### config.mk
export PLATFORM = sky130hd
export DESIGN_NAME = lburst_seq
export DESIGN_NICKNAME = d
export VERILOG_FILES = /design/src/rtl/lburst_pkg.sv /design/src/rtl/bst_prefix_hold.sv /design/src/rtl/bst_lane_unit.sv /design/src/rtl/lburst_seq.sv
export SDC_FILE = /design/constraint.sdc
export NUM_CORES = 1
export LEC_CHECK = 0
export ABC_AREA = 0
export BUFFER_PORTS_ARGS = -buffer_cell sky130_fd_sc_hd__buf_2
export CORE_UTILIZATION = 54
export DETAILED_ROUTE_END_ITERATION = 8
export HOLD_SLACK_MARGIN = 0.08
export PLACE_DENSITY = 0.83
export RECOVER_POWER = 100
export SYNTH_ARGS = -nofsm -noshare
export SYNTH_HDL_FRONTEND = slang
export SYNTH_HIERARCHICAL = 1
export SYNTH_SLANG_ARGS = --single-unit
### constraint.sdc
create_clock -name clk -period 4.12 [get_ports clk]
set_clock_uncertainty 0.2 [all_clocks]
set_input_delay 0.824 -clock clk [delete_from_list [all_inputs] [get_ports clk]]
set_output_delay 0.824 -clock clk [all_outputs]
set_load 0.03 [all_outputs]
### src/rtl/lburst_pkg.sv
package lburst_pkg;

    typedef enum logic [1:0] {
        OP_NONE   = 2'd0,
        OP_PREFIX = 2'd1,
        OP_READ   = 2'd2,
        OP_WRITE  = 2'd3
    } op_e;

    typedef enum logic [1:0] {
        SZ_BYTE = 2'd0,
        SZ_WORD = 2'd1,
        SZ_LONG = 2'd2,
        SZ_LONG_ALT = 2'd3
    } size_e;

    typedef enum logic [2:0] {
        S_IDLE,
        S_FETCH,
        S_LO,
        S_HI,
        S_REREAD
    } seq_state_e;

    localparam int LANES = 4;

    function automatic logic [LANES-1:0] lane_mask(size_e sz);
        case (sz)
            SZ_BYTE: return 4'b0001;
            SZ_WORD: return 4'b0011;
            default: return 4'b1111;
        endcase
    endfunction

    function automatic logic [31:0] byte_expand(logic [LANES-1:0] m);
        logic [31:0] r;
        for (int i = 0; i < LANES; i++) r[8*i +: 8] = {8{m[i]}};
        return r;
    endfunction

endpackage

### src/rtl/bst_prefix_hold.sv
module bst_prefix_hold #(
    parameter int Q_W = 9
) (
    input  logic           clk,
    input  logic           rst,
    input  logic           set_i,
    input  logic [Q_W-1:0] q_i,
    input  logic           take_i,
    output logic [Q_W-1:0] q_o,
    output logic           armed_o
);

    always_ff @(posedge clk) begin
        if (rst) begin
            q_o     <= '0;
            armed_o <= 1'b0;
        end else if (set_i) begin
            q_o     <= q_i;
            armed_o <= 1'b1;
        end else if (take_i) begin
            q_o     <= '0;
            armed_o <= 1'b0;
        end
    end

    AST_PREFIX_ARMS: assert property (@(posedge clk) disable iff (rst)
        set_i |=> armed_o && (q_o == $past(q_i)));

    AST_PREFIX_CONSUMED: assert property (@(posedge clk) disable iff (rst)
        (take_i && !set_i) |=> !armed_o && (q_o == '0));

endmodule

### src/rtl/bst_lane_unit.sv
module bst_lane_unit
    import lburst_pkg::*;
(
    input  logic [1:0]  off_i,
    input  size_e       size_i,
    input  logic [31:0] wdata_i,
    input  logic [31:0] lo_i,
    input  logic [31:0] hi_i,
    output logic [31:0] wlo_o,
    output logic [31:0] whi_o,
    output logic [3:0]  slo_o,
    output logic [3:0]  shi_o,
    output logic        spans_o,
    output logic [31:0] rdval_o
);

    logic [3:0]  mask;
    logic [4:0]  shamt;
    logic [63:0] wide_w;
    logic [7:0]  wide_s;
    logic [63:0] raw;

    always_comb begin
        mask    = lane_mask(size_i);
        shamt   = {off_i, 3'b000};
        wide_w  = {32'h0, wdata_i} << shamt;
        wide_s  = {4'h0, mask} << off_i;
        raw     = {hi_i, lo_i} >> shamt;
        wlo_o   = wide_w[31:0];
        whi_o   = wide_w[63:32];
        slo_o   = wide_s[3:0];
        shi_o   = wide_s[7:4];
        spans_o = |wide_s[7:4];
        rdval_o = raw[31:0] & byte_expand(mask);
    end

endmodule

### src/rtl/lburst_seq.sv
module lburst_seq
    import lburst_pkg::*;
#(
    parameter int ADDR_W = 16,
    parameter int REG_AW = 9,
    parameter int Q_W    = 9
) (
    input  logic              clk,
    input  logic              rst,
    input  logic              cmd_valid,
    input  logic [1:0]        cmd_op,
    input  logic [1:0]        cmd_size,
    input  logic [REG_AW-1:0] cmd_reg,
    input  logic [ADDR_W-1:0] cmd_addr,
    input  logic [Q_W-1:0]    cmd_q,
    output logic              busy,
    output logic              irq_inhibit,
    output logic              mem_req,
    output logic              mem_we,
    output logic [ADDR_W-3:0] mem_addr,
    output logic [31:0]       mem_wdata,
    output logic [3:0]        mem_wstrb,
    input  logic              mem_gnt,
    input  logic [31:0]       mem_rdata,
    output logic [REG_AW-1:0] ram_raddr,
    input  logic [31:0]       ram_rdata,
    output logic              ram_we,
    output logic [REG_AW-1:0] ram_waddr,
    output logic [31:0]       ram_wdata
);

    localparam int WADDR_W = ADDR_W - 2;

    typedef struct packed {
        logic              wr;
        size_e             size;
        logic [REG_AW-1:0] rix;
        logic [ADDR_W-1:0] addr;
        logic [Q_W-1:0]    left;
        logic              burst;
    } job_t;

    seq_state_e        state;
    job_t              job;
    logic [REG_AW-1:0] home_reg;
    logic [31:0]       lo_q;

    op_e               op;
    logic              accept, take, set_q, armed, spans, beat_end;
    logic [Q_W-1:0]    q_val, start_left;
    logic [31:0]       lo_word, hi_word, wr_lo, wr_hi, rd_val;
    logic [3:0]        strb_lo, strb_hi;

    assign op     = op_e'(cmd_op);
    assign accept = cmd_valid && (state == S_IDLE);
    assign take   = accept && ((op == OP_READ) || (op == OP_WRITE));
    assign set_q  = accept && (op == OP_PREFIX);
    assign start_left = (cmd_size[1] && armed) ? q_val : '0;

    bst_prefix_hold #(.Q_W(Q_W)) u_pfx (
        .clk     (clk),
        .rst     (rst),
        .set_i   (set_q),
        .q_i     (cmd_q),
        .take_i  (take),
        .q_o     (q_val),
        .armed_o (armed)
    );

    assign lo_word = (state == S_HI) ? lo_q : mem_rdata;
    assign hi_word = (state == S_HI) ? mem_rdata : 32'h0;

    bst_lane_unit u_lane (
        .off_i   (job.addr[1:0]),
        .size_i  (job.size),
        .wdata_i (ram_rdata),
        .lo_i    (lo_word),
        .hi_i    (hi_word),
        .wlo_o   (wr_lo),
        .whi_o   (wr_hi),
        .slo_o   (strb_lo),
        .shi_o   (strb_hi),
        .spans_o (spans),
        .rdval_o (rd_val)
    );

    assign beat_end = mem_gnt && (((state == S_LO) && !spans) || (state == S_HI));

    always_ff @(posedge clk) begin
        if (rst) begin
            state    <= S_IDLE;
            job      <= '0;
            home_reg <= '0;
            lo_q     <= '0;
        end else begin
            case (state)
                S_IDLE: if (take) begin
                    job.wr    <= (op == OP_WRITE);
                    job.size  <= size_e'(cmd_size);
                    job.rix   <= cmd_reg;
                    job.addr  <= cmd_addr;
                    job.left  <= start_left;
                    job.burst <= (start_left != '0);
                    home_reg  <= cmd_reg;
                    state     <= (op == OP_WRITE) ? S_FETCH : S_LO;
                end
                S_FETCH: state <= S_LO;
                S_LO, S_HI: begin
                    if (mem_gnt && (state == S_LO) && spans) begin
                        lo_q  <= mem_rdata;
                        state <= S_HI;
                    end else if (beat_end) begin
                        if (job.left == '0) begin
                            state <= job.burst ? S_REREAD : S_IDLE;
                        end else begin
                            job.left <= job.left - 1'b1;
                            job.rix  <= job.rix + 1'b1;
                            job.addr <= job.addr + ADDR_W'(4);
                            state    <= job.wr ? S_FETCH : S_LO;
                        end
                    end
                end
                S_REREAD: state <= S_IDLE;
                default:  state <= S_IDLE;
            endcase
        end
    end

    assign busy        = (state != S_IDLE);
    assign irq_inhibit = armed;
    assign mem_req     = (state == S_LO) || (state == S_HI);
    assign mem_we      = job.wr;
    assign mem_addr    = job.addr[ADDR_W-1:2] + WADDR_W'((state == S_HI) ? 1 : 0);
    assign mem_wdata   = (state == S_HI) ? wr_hi : wr_lo;
    assign mem_wstrb   = (state == S_HI) ? strb_hi : strb_lo;
    assign ram_raddr   = ((state == S_FETCH) || mem_req) ? job.rix : home_reg;
    assign ram_we      = !job.wr && beat_end;
    assign ram_waddr   = job.rix;
    assign ram_wdata   = rd_val;

    AST_REQ_HOLD: assert property (@(posedge clk) disable iff (rst)
        (mem_req && !mem_gnt) |=> mem_req && $stable(mem_addr) && $stable(mem_we));

    AST_TAKE_STALLS: assert property (@(posedge clk) disable iff (rst)
        take |=> busy);

    AST_REREAD_QUIET: assert property (@(posedge clk) disable iff (rst)
        (state == S_REREAD) |-> !mem_req && !ram_we && (ram_raddr == home_reg));

    AST_STRB_LIVE: assert property (@(posedge clk) disable iff (rst)
        (mem_req && mem_we) |-> (mem_wstrb != 4'h0));

    AST_IDLE_QUIET: assert property (@(posedge clk) disable iff (rst)
        !busy |-> !mem_req && !ram_we);

endmodule

==> metrics <==
Routed WL per cell between 15 and 20 um; setup TNS 0 ns; setup bufs post-CTS 0; CP startpoint state[1]; vias 7,789; Met1 Wirelength 9.427 mm; Net Sw Power 1.264 mW; Switching Fraction between 40% and 50%; min-delay worst type flop to flop; Row Count 42; met3 WL 1.516 mm; Initial DRT Pass Iterations 6; Area growth, synth to finish 13.16%; grt total ovfl 0; Reg clk slew, reported paths 0.07 ns; Biggest register lo_q; Final Cycle Share 93.60%; Post-layout nets 1,281; Syn Inst Count 1,027; initial antenna violation count 0; first-pass GRT wire length 34.68 mm; Crit Path Class flop to output port; WP data arrival about 2.8 ns; Initial Utilization 55.29%; Post-CTS Resized 0; critical path capture point type output port; clock power share a little over a quarter; Root Driver clkbuf_16; Max-Cap Viols 1; Placement Setup Slack around 0.73 ns; Buffers on Ports 210; vias in the first global route 7,076; placed wire-length estimate roughly 15 mm; reg2reg setup slack between 0.5 and 0.6 ns; fillcell total roughly 1,300; setup ws final around 0.26 ns; routed vias/inst 5.770; Mean Syn Cell Area 7.102 um2; final setup violation count 0; Worst setup SP type flop; Skew-Pair Late Insertion Delay 0.35 ns; WP data required between 3 and 4 ns; largest net degree at the start of global routing between 60 and 70; max FFs per register 32; Inserted Clock Buffers 9; Rel. slew slack -0.08481%; r2r startpoint job[10]; failing checks max-capacitance violations, max-slew violations; RSZ-0062 raised after global routing no; Flop pwr share 34.8%; layout cells sized above 1 ~16%; Residual DRC 0; clk buf depth 2; final period demand of the worst path roughly 3.9 ns; Max FO, Critical Path 68; Die X 118.2 um; largest registers lo_q (32), job (28); Mapped Area around 7300 um2; Clock Sinks 92; GR Util All Layers 30.38%; worst slew pin tran 1.501 ns; Die Ht 118.2 um; Worst Reg-to-Reg Cells 7; outcome finished, violations left; final hold violations 0; Post-DRT Antenna Nets 0; met2 WL roughly 9.9 mm; Slew Limit Fails 32; fmax 259.3 MHz; H-tree depth 3; 1st-iter DRT viols 873; Leak roughly 3.5 nW; VDD IR max 265.6 uV; ant diodes 0; internal power ~1.7 mW; combinational share of power roughly 38%; num ports 211; hold_buf cts 0; r2r endpoint job[24]; Synthesis Warnings 6; Power Dens Cells 363.2 nW/um2; die area 13,970 um2; CTS tree done; DR top layer met4; GP Congestion 0.9377; crit path to ram_wdata[23]; core footprint 13,190 um2; Detailed Route WL between 20 and 25 mm
-- cell type report --
type	count	area, um2	area share, %
Clock buffer	9	225.2	2.729
Sequential cell	92	1846	22.36
Tap cell	176	220.2	2.668
Clock inverter	7	70.07	0.8490
Timing Repair Buffer	224	1051	12.74
Multi-Input combinational cell	821	4761	57.69
Inverter	21	80.08	0.9703
-- metal layers --
layer / vias up / GRT usage [%]
met5: - / 0
li1: 3796 / -
met4: 0 / 12.74
met1: 3605 / 41.46
met3: 43 / 4.102
met2: 345 / 48.05
-- stage by stage --
step           util, %  total power [mW]  std cells  hold slack, ns  instance area (um2)
2_1_floorplan        -             1.961       1035          0.2329                 7323
3_3_place_gp     61.59             2.213       1334          0.2406                 8124
3_5_place_dp     61.59             2.225       1334          0.2450                 8124
4_1_cts          63.83             3.041       1350          0.2569                 8419
5_1_grt          62.57             3.161       1350          0.2743                 8253
6_report         62.57             2.997       1350          0.2542                 8253
-- critical path: stages, from the launching register on --
cell and delay, ns:
dfxtp_1 0.47, nand2b_2 0.24, clkinvlp_2 0.16, nand2_2 0.07
inv_2 0.07, buf_4 0.55, nand2_1 0.12, nand2_1 0.12
mux2i_1 0.10, o22ai_1 0.19, clkbuf_1 0.34
-- worst min-delay path by stage --
stage,startpoint,end,depth (start not counted)
final,home_reg[8],home_reg[8],2
after CTS,home_reg[1],home_reg[1],2
after global routing,lo_q[6],lo_q[6],2
after global placement,home_reg[4],home_reg[4],2
after floorplan,home_reg[0],home_reg[0],2
after detailed placement,home_reg[1],home_reg[1],2
-- placed cells by master (no fill, tap or decap), drive strengths merged, types with 3 or more instances in the layout --
| cell type | n |
|---|---|
| a211oi | 8 |
| a21oi | 70 |
| a221oi | 13 |
| a311oi | 4 |
| and2 | 11 |
| and3 | 35 |
| and4 | 3 |
| buf | 122 |
| clkbuf | 111 |
| clkinv | 4 |
| conb | 9 |
| dfxtp | 92 |
| ha | 6 |
| inv | 22 |
| mux2 | 8 |
| mux2i | 88 |
| nand2 | 327 |
| nand2b | 6 |
| nand3 | 18 |
| nand4 | 6 |
| nor2 | 53 |
| nor3 | 24 |
| nor4 | 6 |
| o21a | 3 |
| o21ai | 13 |
| o22ai | 24 |
| o2bb2ai | 18 |
| o32ai | 9 |
| or2 | 4 |
| xnor2 | 15 |
| xor2 | 11 |
-- power groups by stage --
stage | logic (mW) | clock network (mW) | registers [mW]
detailed placement | 1.16 | 0 | 1.06
finish | 1.14 | 0.817 | 1.04
CTS | 1.17 | 0.831 | 1.04
global route | 1.23 | 0.875 | 1.06
global placement | 1.15 | 0 | 1.06
floorplan | 0.939 | 0 | 1.02
Power figures use the tool's default switching activity.
